--- config.mk ---
export PLATFORM = sky130hd
export DESIGN_NAME = tdm_slot_xcvr
export DESIGN_NICKNAME = d
export VERILOG_FILES = /design/src/rtl/tdm_pkg.sv /design/src/rtl/tdm_slot_arbiter.sv /design/src/rtl/tdm_frame_timer.sv /design/src/rtl/tdm_slot_xcvr.sv
export SDC_FILE = /design/constraint.sdc
export NUM_CORES = 1
export LEC_CHECK = 0
export BUFFER_PORTS_ARGS = -buffer_cell sky130_fd_sc_hd__buf_2
export CAP_MARGIN = 20
export CELL_PAD_IN_SITES_DETAIL_PLACEMENT = 2
export CELL_PAD_IN_SITES_GLOBAL_PLACEMENT = 2
export CORE_AREA = 2 2 157 159
export CTS_BUF_LIST = sky130_fd_sc_hd__clkbuf_4 sky130_fd_sc_hd__clkbuf_8 sky130_fd_sc_hd__clkbuf_16
export DETAILED_ROUTE_END_ITERATION = 7
export DIE_AREA = 0 0 159 161
export GPL_TIMING_DRIVEN = 0
export PLACE_DENSITY_LB_ADDON = 0.1
export REMOVE_ABC_BUFFERS = 1
export SYNTH_ARGS = -nofsm -noshare
export SYNTH_HDL_FRONTEND = slang
export SYNTH_HIERARCHICAL = 1
export SYNTH_SLANG_ARGS = --single-unit
--- constraint.sdc ---
create_clock -name clk -period 3.4 [get_ports clk]
set_input_delay 0.68 -clock clk [delete_from_list [all_inputs] [get_ports clk]]
set_output_delay 0.68 -clock clk [all_outputs]
set_load 0.02 [all_outputs]
--- src/rtl/tdm_pkg.sv ---
package tdm_pkg;
    localparam int unsigned NUM_CH       = 4;
    localparam int          FL_CODE_BASE = 11;

    typedef enum logic [1:0] {
        CH_LEFT  = 2'd0,
        CH_RIGHT = 2'd1,
        CH_CTL0  = 2'd2,
        CH_CTL1  = 2'd3
    } chan_e;
endpackage

--- src/rtl/tdm_slot_arbiter.sv ---
module tdm_slot_arbiter #(
    parameter int unsigned IDX_W = 4,
    parameter int unsigned NCH   = 4,
    localparam int unsigned SEL_W = (NCH > 1) ? $clog2(NCH) : 1
) (
    input  logic [NCH-1:0]       en,
    input  logic [NCH*IDX_W-1:0] idx,
    input  logic [IDX_W-1:0]     slot,
    output logic                 hit,
    output logic [SEL_W-1:0]     sel
);
    logic [NCH-1:0] match;

    for (genvar c = 0; c < NCH; c++) begin : g_match
        assign match[c] = en[c] && (idx[c*IDX_W +: IDX_W] == slot);
    end

    // scan downward so the lowest matching channel is written last
    always_comb begin
        hit = 1'b0;
        sel = '0;
        for (int c = NCH - 1; c >= 0; c--) begin
            if (match[c]) begin
                hit = 1'b1;
                sel = SEL_W'(c);
            end
        end
    end
endmodule

--- src/rtl/tdm_frame_timer.sv ---
module tdm_frame_timer #(
    parameter int unsigned SLOT_BITS = 16,
    parameter int unsigned IDX_W     = 4,
    parameter int unsigned CODE_W    = 4,
    localparam int unsigned BIT_W    = $clog2(SLOT_BITS)
) (
    input  logic              clk,
    input  logic              rst_n,
    input  logic              run,
    input  logic [CODE_W-1:0] frame_code,
    input  logic              sync_late,
    output logic              sck,
    output logic              fsync,
    output logic [IDX_W-1:0]  cur_slot,
    output logic [IDX_W-1:0]  nxt_slot,
    output logic              slot_load,
    output logic              bit_end,
    output logic              bit_last,
    output logic              samp_rise,
    output logic              samp_fall
);
    localparam logic [BIT_W-1:0] BIT_MAX = BIT_W'(SLOT_BITS - 1);

    typedef struct packed {
        logic             active;
        logic             phase;
        logic             lead;
        logic             sync;
        logic [BIT_W-1:0] bitc;
        logic [IDX_W-1:0] slot;
    } tmr_t;

    tmr_t             tmr_d, tmr_q;
    logic [IDX_W-1:0] last_slot;
    logic             load_d;

    // frame length decode: one slot below the base code, doubling above it
    always_comb begin
        int sh;
        sh = int'(frame_code) - tdm_pkg::FL_CODE_BASE;
        if (sh <= 0) begin
            last_slot = '0;
        end else if (sh >= int'(IDX_W)) begin
            last_slot = '1;
        end else begin
            last_slot = IDX_W'((32'd1 << sh) - 32'd1);
        end
    end

    always_comb begin
        tmr_d  = tmr_q;
        load_d = 1'b0;
        if (!run) begin
            tmr_d = '0;
        end else if (!tmr_q.active) begin
            tmr_d.active = 1'b1;
            tmr_d.phase  = 1'b0;
            tmr_d.lead   = sync_late;
            tmr_d.bitc   = '0;
            tmr_d.slot   = '0;
            tmr_d.sync   = 1'b1;
            load_d       = !sync_late;
        end else if (!tmr_q.phase) begin
            tmr_d.phase = 1'b1;
        end else begin
            tmr_d.phase = 1'b0;
            if (tmr_q.lead) begin
                tmr_d.lead = 1'b0;
                tmr_d.bitc = '0;
                tmr_d.slot = '0;
            end else if (tmr_q.bitc == BIT_MAX) begin
                tmr_d.bitc = '0;
                tmr_d.slot = (tmr_q.slot >= last_slot) ? '0 : tmr_q.slot + 1'b1;
            end else begin
                tmr_d.bitc = tmr_q.bitc + 1'b1;
            end
            if (sync_late) begin
                tmr_d.sync = (tmr_d.bitc == BIT_MAX) && (tmr_d.slot == last_slot);
            end else begin
                tmr_d.sync = (tmr_d.bitc == '0) && (tmr_d.slot == '0);
            end
            load_d = (tmr_d.bitc == '0);
        end
    end

    always_ff @(posedge clk or negedge rst_n) begin
        if (!rst_n) tmr_q <= '0;
        else        tmr_q <= tmr_d;
    end

    assign sck       = tmr_q.phase;
    assign fsync     = tmr_q.sync;
    assign cur_slot  = tmr_q.slot;
    assign nxt_slot  = tmr_d.slot;
    assign slot_load = load_d;
    assign bit_end   = run && tmr_q.active && tmr_q.phase;
    assign bit_last  = (tmr_q.bitc == BIT_MAX);
    assign samp_rise = run && tmr_q.active && !tmr_q.lead && !tmr_q.phase;
    assign samp_fall = run && tmr_q.active && !tmr_q.lead && tmr_q.phase;
endmodule

--- src/rtl/tdm_slot_xcvr.sv ---
module tdm_slot_xcvr #(
    parameter int unsigned SLOT_BITS = 16,
    parameter int unsigned IDX_W     = 4,
    parameter int unsigned CODE_W    = 4,
    localparam int unsigned NCH      = tdm_pkg::NUM_CH,
    localparam int unsigned SEL_W    = $clog2(NCH),
    localparam int unsigned WORD_W   = NCH * SLOT_BITS
) (
    input  logic                clk,
    input  logic                rst_n,
    input  logic                run,
    input  logic [CODE_W-1:0]   frame_code,
    input  logic                sync_late,
    input  logic                rx_rise,
    input  logic [1:0]          tx_data_en,
    input  logic [2*IDX_W-1:0]  tx_data_slot,
    input  logic [1:0]          rx_data_en,
    input  logic [2*IDX_W-1:0]  rx_data_slot,
    input  logic [1:0]          ctl_en,
    input  logic [2*IDX_W-1:0]  ctl_slot,
    input  logic [WORD_W-1:0]   tx_word,
    output logic [WORD_W-1:0]   rx_word,
    output logic [NCH-1:0]      rx_valid,
    output logic                sck,
    output logic                fsync,
    output logic                txd,
    input  logic                rxd
);
    typedef struct packed {
        logic [SLOT_BITS-1:0] tx_sh;
        logic [SLOT_BITS-1:0] rx_sh;
        logic [WORD_W-1:0]    rx_word;
        logic [NCH-1:0]       rx_valid;
    } dp_t;

    dp_t                  dp_d, dp_q;
    logic [NCH-1:0]       tx_en_v, rx_en_v;
    logic [NCH*IDX_W-1:0] tx_idx_v, rx_idx_v;
    logic [IDX_W-1:0]     cur_slot, nxt_slot;
    logic                 slot_load, bit_end, bit_last, samp_rise, samp_fall;
    logic                 tx_hit, rx_hit;
    logic [SEL_W-1:0]     tx_sel, rx_sel;
    logic                 sample;
    logic [SLOT_BITS-1:0] rx_next;

    // lane order: left, right, control 0, control 1 (lowest wins conflicts)
    assign tx_en_v  = {ctl_en, tx_data_en};
    assign rx_en_v  = {ctl_en, rx_data_en};
    assign tx_idx_v = {ctl_slot, tx_data_slot};
    assign rx_idx_v = {ctl_slot, rx_data_slot};

    tdm_frame_timer #(
        .SLOT_BITS (SLOT_BITS),
        .IDX_W     (IDX_W),
        .CODE_W    (CODE_W)
    ) u_timer (
        .clk        (clk),
        .rst_n      (rst_n),
        .run        (run),
        .frame_code (frame_code),
        .sync_late  (sync_late),
        .sck        (sck),
        .fsync      (fsync),
        .cur_slot   (cur_slot),
        .nxt_slot   (nxt_slot),
        .slot_load  (slot_load),
        .bit_end    (bit_end),
        .bit_last   (bit_last),
        .samp_rise  (samp_rise),
        .samp_fall  (samp_fall)
    );

    tdm_slot_arbiter #(.IDX_W(IDX_W), .NCH(NCH)) u_tx_arb (
        .en   (tx_en_v),
        .idx  (tx_idx_v),
        .slot (nxt_slot),
        .hit  (tx_hit),
        .sel  (tx_sel)
    );

    tdm_slot_arbiter #(.IDX_W(IDX_W), .NCH(NCH)) u_rx_arb (
        .en   (rx_en_v),
        .idx  (rx_idx_v),
        .slot (cur_slot),
        .hit  (rx_hit),
        .sel  (rx_sel)
    );

    assign sample  = rx_rise ? samp_rise : samp_fall;
    assign rx_next = {dp_q.rx_sh[SLOT_BITS-2:0], rxd};

    always_comb begin
        dp_d          = dp_q;
        dp_d.rx_valid = '0;
        if (!run) begin
            dp_d.tx_sh = '0;
            dp_d.rx_sh = '0;
        end else begin
            if (slot_load) begin
                dp_d.tx_sh = tx_hit ? tx_word[tx_sel*SLOT_BITS +: SLOT_BITS] : '0;
            end else if (bit_end) begin
                dp_d.tx_sh = {dp_q.tx_sh[SLOT_BITS-2:0], 1'b0};
            end
            if (sample) begin
                dp_d.rx_sh = rx_next;
                if (bit_last && rx_hit) begin
                    dp_d.rx_word[rx_sel*SLOT_BITS +: SLOT_BITS] = rx_next;
                    dp_d.rx_valid[rx_sel] = 1'b1;
                end
            end
        end
    end

    always_ff @(posedge clk or negedge rst_n) begin
        if (!rst_n) dp_q <= '0;
        else        dp_q <= dp_d;
    end

    assign txd      = dp_q.tx_sh[SLOT_BITS-1];
    assign rx_word  = dp_q.rx_word;
    assign rx_valid = dp_q.rx_valid;
endmodule

Yosys cells after proc, flatten, opt, wreduce, memory -nomap -nowiden
Cells that the tools add are included.
- output and inout port bits: 71
- bits of input ports: 104
- bits in registers: 111
- word-level logic and storage cells: 105
- equal/unequal tests: 14
- multiplexer cells: 44
- reduce and logical (&&, ||, !) cells: 23
- magnitude comparators: 5
- add/sub/neg operators: 5
- shift-type cells: 4
- operators by type and width (operator ; number):
    84-bit 2-to-1 mux ; 1
    68-bit 2-to-1 mux ; 1
    64-bit bitwise mux ; 1
    16-bit by 34-bit variable shift with 64-bit output (first input constant) ; 1
    16-bit by 34-bit indexed part select with 64-bit output ; 1
    64-bit by 7-bit indexed part select with 16-bit output ; 1
    16-bit 2-to-1 mux ; 3
    4-bit equality test ; 9
    6-bit negator with 34-bit output ; 1
    32-bit by 4-bit greater-or-equal comparator with 1-bit output (second input constant) ; 1
    32-bit by 1-bit less-or-equal comparator with 1-bit output (second input constant) ; 1
    32-bit 2-to-1 mux ; 1
    8-bit 2-to-1 mux ; 4
    1-bit by 32-bit left shift with 4-bit output (first input constant) ; 1
    4-bit 2-to-1 mux ; 6
    1-bit logical AND ; 17
    2-bit 2-to-1 mux ; 8
    1-bit 2-to-1 mux ; 15
    12-bit 2-to-1 mux ; 1
    11-bit 2-to-1 mux ; 1
    10-bit 2-to-1 mux ; 1
    4-bit by 1-bit adder with 4-bit output (second input constant) ; 2
    4-bit equality test (second input constant) ; 2
    4-bit zero test ; 2
    11 further kinds ; 13

Depth between registers and ports, before layout
- depth in word-level cells: 28
- mapped depth: 27
- mapped depth without buffers: 24

Cells and area by module
Netlist, hierarchy kept.
- by module, submodules not included (module ; cells each ; sequential area each (um^2) ; instances ; area each (um^2)):
    tdm_slot_xcvr ; 507 ; 2477.4 ; 1 ; 5362.6
    tdm_frame_timer ; 145 ; 300.3 ; 1 ; 1186.1
    tdm_slot_arbiter ; 30 ; 0.0 ; 2 ; 260.2

Worst setup path before layout
Ideal clock, no wire load.
- path kind: input to register
- start: input frame_code[0]
- end: register dp_q[88] in the netlist's numbering
- path buffers: 3
- slack: -2.010 ns
- cell stages on the path: 24
- data required time: 3.270 ns
- library setup time: 0.130 ns
- arrival: 5.279 ns
- path through: ha_1 -> or4_1 -> ha_1 -> xnor2_1 -> nand2b_1 -> a211oi_1 -> inv_1 -> ha_1 -> a21o_1 -> a31oi_1 -> o21ba_2 -> a21o_1 -> a21boi_1 -> o21ai_0 -> buf_4 -> xor2_1 -> nor4_4 -> a21oi_1 -> nor2_1 -> buf_4 -> buf_6 -> mux2_2 -> a222oi_1 -> a21oi_1
- RTL lines (element ; RTL line ; text):
    start: declaration ; tdm_slot_xcvr.sv:12 ; input logic [CODE_W-1:0] frame_code,
    end signal: assignment ; tdm_slot_xcvr.sv:116 ; else dp_q <= dp_d;
    end: declaration ; tdm_slot_xcvr.sv:36 ; dp_t dp_d, dp_q;

Worst setup path in the final report
- start: input frame_code[0]
- end: register dp_q[85] in the netlist's numbering
- word-level cells in the longest chain between the ends: 25
- elaborated cells between the ends (all ways): 37
- those cells by class: add/sub: 2; order compare: 3; eq/ne: 4; shift: 2; mux: 22; reduce/logical: 4
- RTL lines (element ; RTL line ; text):
    4-bit by 4-bit subtractor with 5-bit output * ; tdm_frame_timer.sv:40 ; sh = int'(frame_code) - tdm_pkg::FL_CODE_BASE;
    branches (longest 3 deep; another with 32-bit by 4-bit greater-or-equal comparator with 1-bit output) ; - ;
    4-bit 2-to-1 mux * ; tdm_frame_timer.sv:41 ; if (sh <= 0) begin
    4-bit greater-or-equal comparator * ; tdm_frame_timer.sv:73 ; tmr_d.slot = (tmr_q.slot >= last_slot) ? '0 : tmr_q.slot + 1'b1;
    4-bit 2-to-1 mux * ; tdm_frame_timer.sv:73 ;
    4-bit 2-to-1 mux * ; tdm_frame_timer.sv:71 ; end else if (tmr_q.bitc == BIT_MAX) begin
    8-bit 2-to-1 mux * ; tdm_frame_timer.sv:67 ; if (tmr_q.lead) begin
    8-bit 2-to-1 mux * ; tdm_frame_timer.sv:63 ; end else if (!tmr_q.phase) begin
    (+5 left out) ; - ;
    named net nxt_slot[2] ; tdm_slot_xcvr.sv:39 ; logic [IDX_W-1:0] cur_slot, nxt_slot;
    (+1 left out) ; - ;
    1-bit logical AND ; tdm_slot_arbiter.sv:15 ; assign match[c] = en[c] && (idx[c*IDX_W +: IDX_W] == slot);
    2-bit 2-to-1 mux (3 in series) ; tdm_slot_arbiter.sv:23 ; if (match[c]) begin
    2-bit 2-to-1 mux * ; tdm_slot_arbiter.sv:23 ;
    named net tx_sel[0] ; tdm_slot_xcvr.sv:42 ; logic [SEL_W-1:0] tx_sel, rx_sel;
    64-bit by 7-bit indexed part select with 16-bit output * ; tdm_slot_xcvr.sv:100 ; dp_d.tx_sh = tx_hit ? tx_word[tx_sel*SLOT_BITS +: SLOT_BITS] : '0;
    16-bit 2-to-1 mux * ; tdm_slot_xcvr.sv:100 ;
    16-bit 2-to-1 mux * ; tdm_slot_xcvr.sv:99 ; if (slot_load) begin
    32-bit 2-to-1 mux * ; tdm_slot_xcvr.sv:95 ; if (!run) begin
Mark *: on every way through the listed nets, which the timed path passes. The select of a mux whose other input is x is not followed.
A chain may end at the register's enable or synchronous reset.

==> qor.txt <==
Crit-path slowest cell = or4_4
DP HPWL = 15.18 mm
Iter 0 DRT Violations = 231
run status = finished with violations
share of post-route cells with drive strength above 1 = 37.94%
endpoints failing setup = 19
CP top delay family = compound AO/OA/AOI/OAI gates
failing checks = setup timing
CTS Buf Count = 9
CP Buf/Inv Count = 5
GR Util All Layers = 16.75%
global route total overflow = 0
Slowest Stage Delay on Critical Path = 500 ps
CP endpoint kind = register
final period utilization = 152.2%
wire length per cell = 18.06 um
crit path max fanout = 12
initial antenna violation count = 0
crit start category = primary input
top cells by area, synth = dfrtp_1 39%, mux2i_1 9.2%, buf_4 8.7%
min Tclk post-route = 5175 ps
final worst clock skew = 14.59 ps
final wirelength = 20.90 mm
H-Tree Level Count = 3
clock sink count = 111
syn_area_per_cell = 9.929 um2
full die area = 25600 um2
final hold violations = 0
Yosys top cell by area = dfrtp_1
worst setup margin = -1775 ps
peak supply drop = 0.2677 mV
Vert. Die Dim = 161 um
cell count after synthesis = 712
fillers = 2652
CTS hold repair buffers = 0
first-pass GRT wire length = 34.37 mm
Slew Viols, Final = 0
P_leak = 4.247 nW
total power = 2.783 mW
num rows = 57
ys async rst share = 100.0%
Yosys warnings = 6
Hold Path Class = primary input to async pin
drt pass-1 iters = 6
Final Instance Area = 8637 um2
Vias = 5461
Reg clk slew, reported paths = 90 ps
Max-slew headroom = 28.04%
largest net degree at the start of global routing = 60
Layout area overhead = 22.18%
Final GP Congestion = 0.7302
worst hold slack = 253.0 ps
Post-route DRC = 0
Setup CP Type = primary input to register
I/O pin total = 175
area post-placement = 7671 um2
vias in the first global route = 6308
RSZ-0062 raised after global routing = true
Required @ worst endpoint = 3600 ps
Port Buffer Count = 174
Synth Register Bits = 111
critical-path cell list = buf_8, ha_4, or4_4, ha_4, xnor2_4, nand2b_1, a211oi_2, inv_1, ha_4, a21o_1, a31oi_4, o21ba_4, buf_4, a22oi_2, o21ai_2, buf_4, xor2_1, nor4_4, a21oi_2, nor2_4, buf_12, mux2_2, a222oi_1, a21oi_1
# diodes = 0
Post-synth EDFFs = 0
Max clock buf depth = 2
core area = 23960 um2
sequential fraction of the synthesis area = 39.29%
Root Buffer = clkbuf_16
Synth Flop Type = dfrtp_1
crit-path most repeated cell = ha_4
Fmax = 0.1932 GHz
Pwr Density = 322.2 nW/um2
Netlist cell types = 63
clk_lat worst skew = 360 ps
Chip Width = 159 um
post-synth top area share = 39.29%
Slew @ Worst Pin = 1077 ps
initial core utilization = 29.50%
antenna viol nets, final = 0
vias per inst = 4.720
CTS tree = yes
area of the mapped netlist = 7069 um2
Post-layout nets = 946
Max-Cap Viols = 0
worst endpoint data arrival time = 5380 ps
-- layout make-up --
cell class              count  area [um2]  area share (%)
well taps                 324       405.4           4.694
clock buffers              10       232.7           2.694
clock inverters             6       62.56          0.7243
flip-flops and latches    111        2783           32.22
multi-input cells         412        3496           40.48
repair buffers            213        1354           15.67
inverters                  81       304.0           3.520
-- Yosys cell counts (4+ instances only) --
master    instances
a21oi_1          24
a222oi_1         13
a22o_1           17
and3_1            4
buf_2             8
buf_4            82
buf_6             6
clkbuf_1          9
dfrtp_1         111
ha_1             14
inv_1            81
mux2_2           27
mux2i_1          65
nand2_1          87
nand2b_1          4
nor2_1           11
nor2b_1           4
nor3_1            5
nor4_4            6
o211ai_1          4
o21ai_0          31
xnor2_1           9
xor2_1           27
-- power by group --
part	total, mW	switching (mW)	internal [mW]
clock network	1.06	0.536	0.528
registers	1.35	0.0156	1.34
logic	0.368	0.191	0.177
-- metal layers --
layer	track usage, %	routed length (um)	part of all wire, %
met5	0	0	0
met4	3.471	213	1.0
met3	2.928	802	3.8
met2	31.25	11240	54
met1	20.24	8642	41
-- cell families (layout without fill, tap and decap cells) --
kind of cell	after synthesis	in the layout	synth area share, %
AOI/OAI and AO/OA	109	109	10.51
muxes	97	97	14.87
and+or+nand+nor	155	156	12.67
DFF	111	111	39.29
buffers and inverters	190	310	15.72
xor gates and xnor gates	36	36	4.460
adders and majority gates	14	14	2.478
-- per-stage QoR --
stage          TNS, ps  instances  setup slack (ps)  util, %
2_1_floorplan   -60940        603             -3385        -
3_3_place_gp   -123820       1101             -4830    31.46
3_5_place_dp    -94720       1106             -3991    32.01
4_1_cts         -28710       1149             -1819    35.17
5_1_grt         -32490       1157             -2016    36.04
6_report        -28300       1157             -1775    36.04
-- layout by cell type, fill, tap and decap left out, types with 4 or more instances in the layout --
cell       count
a21oi_1       19
a21oi_2        5
a222oi_1      13
a22o_1        16
buf_16         5
buf_2        171
buf_4         23
buf_6         10
clkbuf_16      9
dfrtp_1      107
dfrtp_2        4
ha_1          11
inv_1         81
mux2_2        16
mux2_4        12
mux2i_1       65
nand2_1       85
nor2_1         9
nor2b_1        4
nor3_1         5
nor4_4         6
o211ai_1       4
o21ai_0       27
xnor2_1        8
xor2_1        25
-- final timing paths --
check                               startpoint                  end  slack, ps  cells after the start
setup reg to reg           u_timer/cur_slot[0]             dp_q[85]       -490                     17
min in group clk                      register             register        520                      2
setup / recovery                 frame_code[0]             dp_q[85]      -1780                     24
max in group asynchronous                rst_n  u_timer/cur_slot[0]       2420                      2
hold reg to reg                       register             register        520                      2
hold / removal                           rst_n            async pin        250                      1
-- timing repair --
action | 4_1_cts | 5_1_grt
pin swaps | 37 | 28
gates cloned | 3 | 0
endpoints found under the setup margin | 86 | 75
buffers inserted | 26 | 8
gates resized for setup | 47 | 33
No activity file was read; power rests on OpenSTA's default activity.
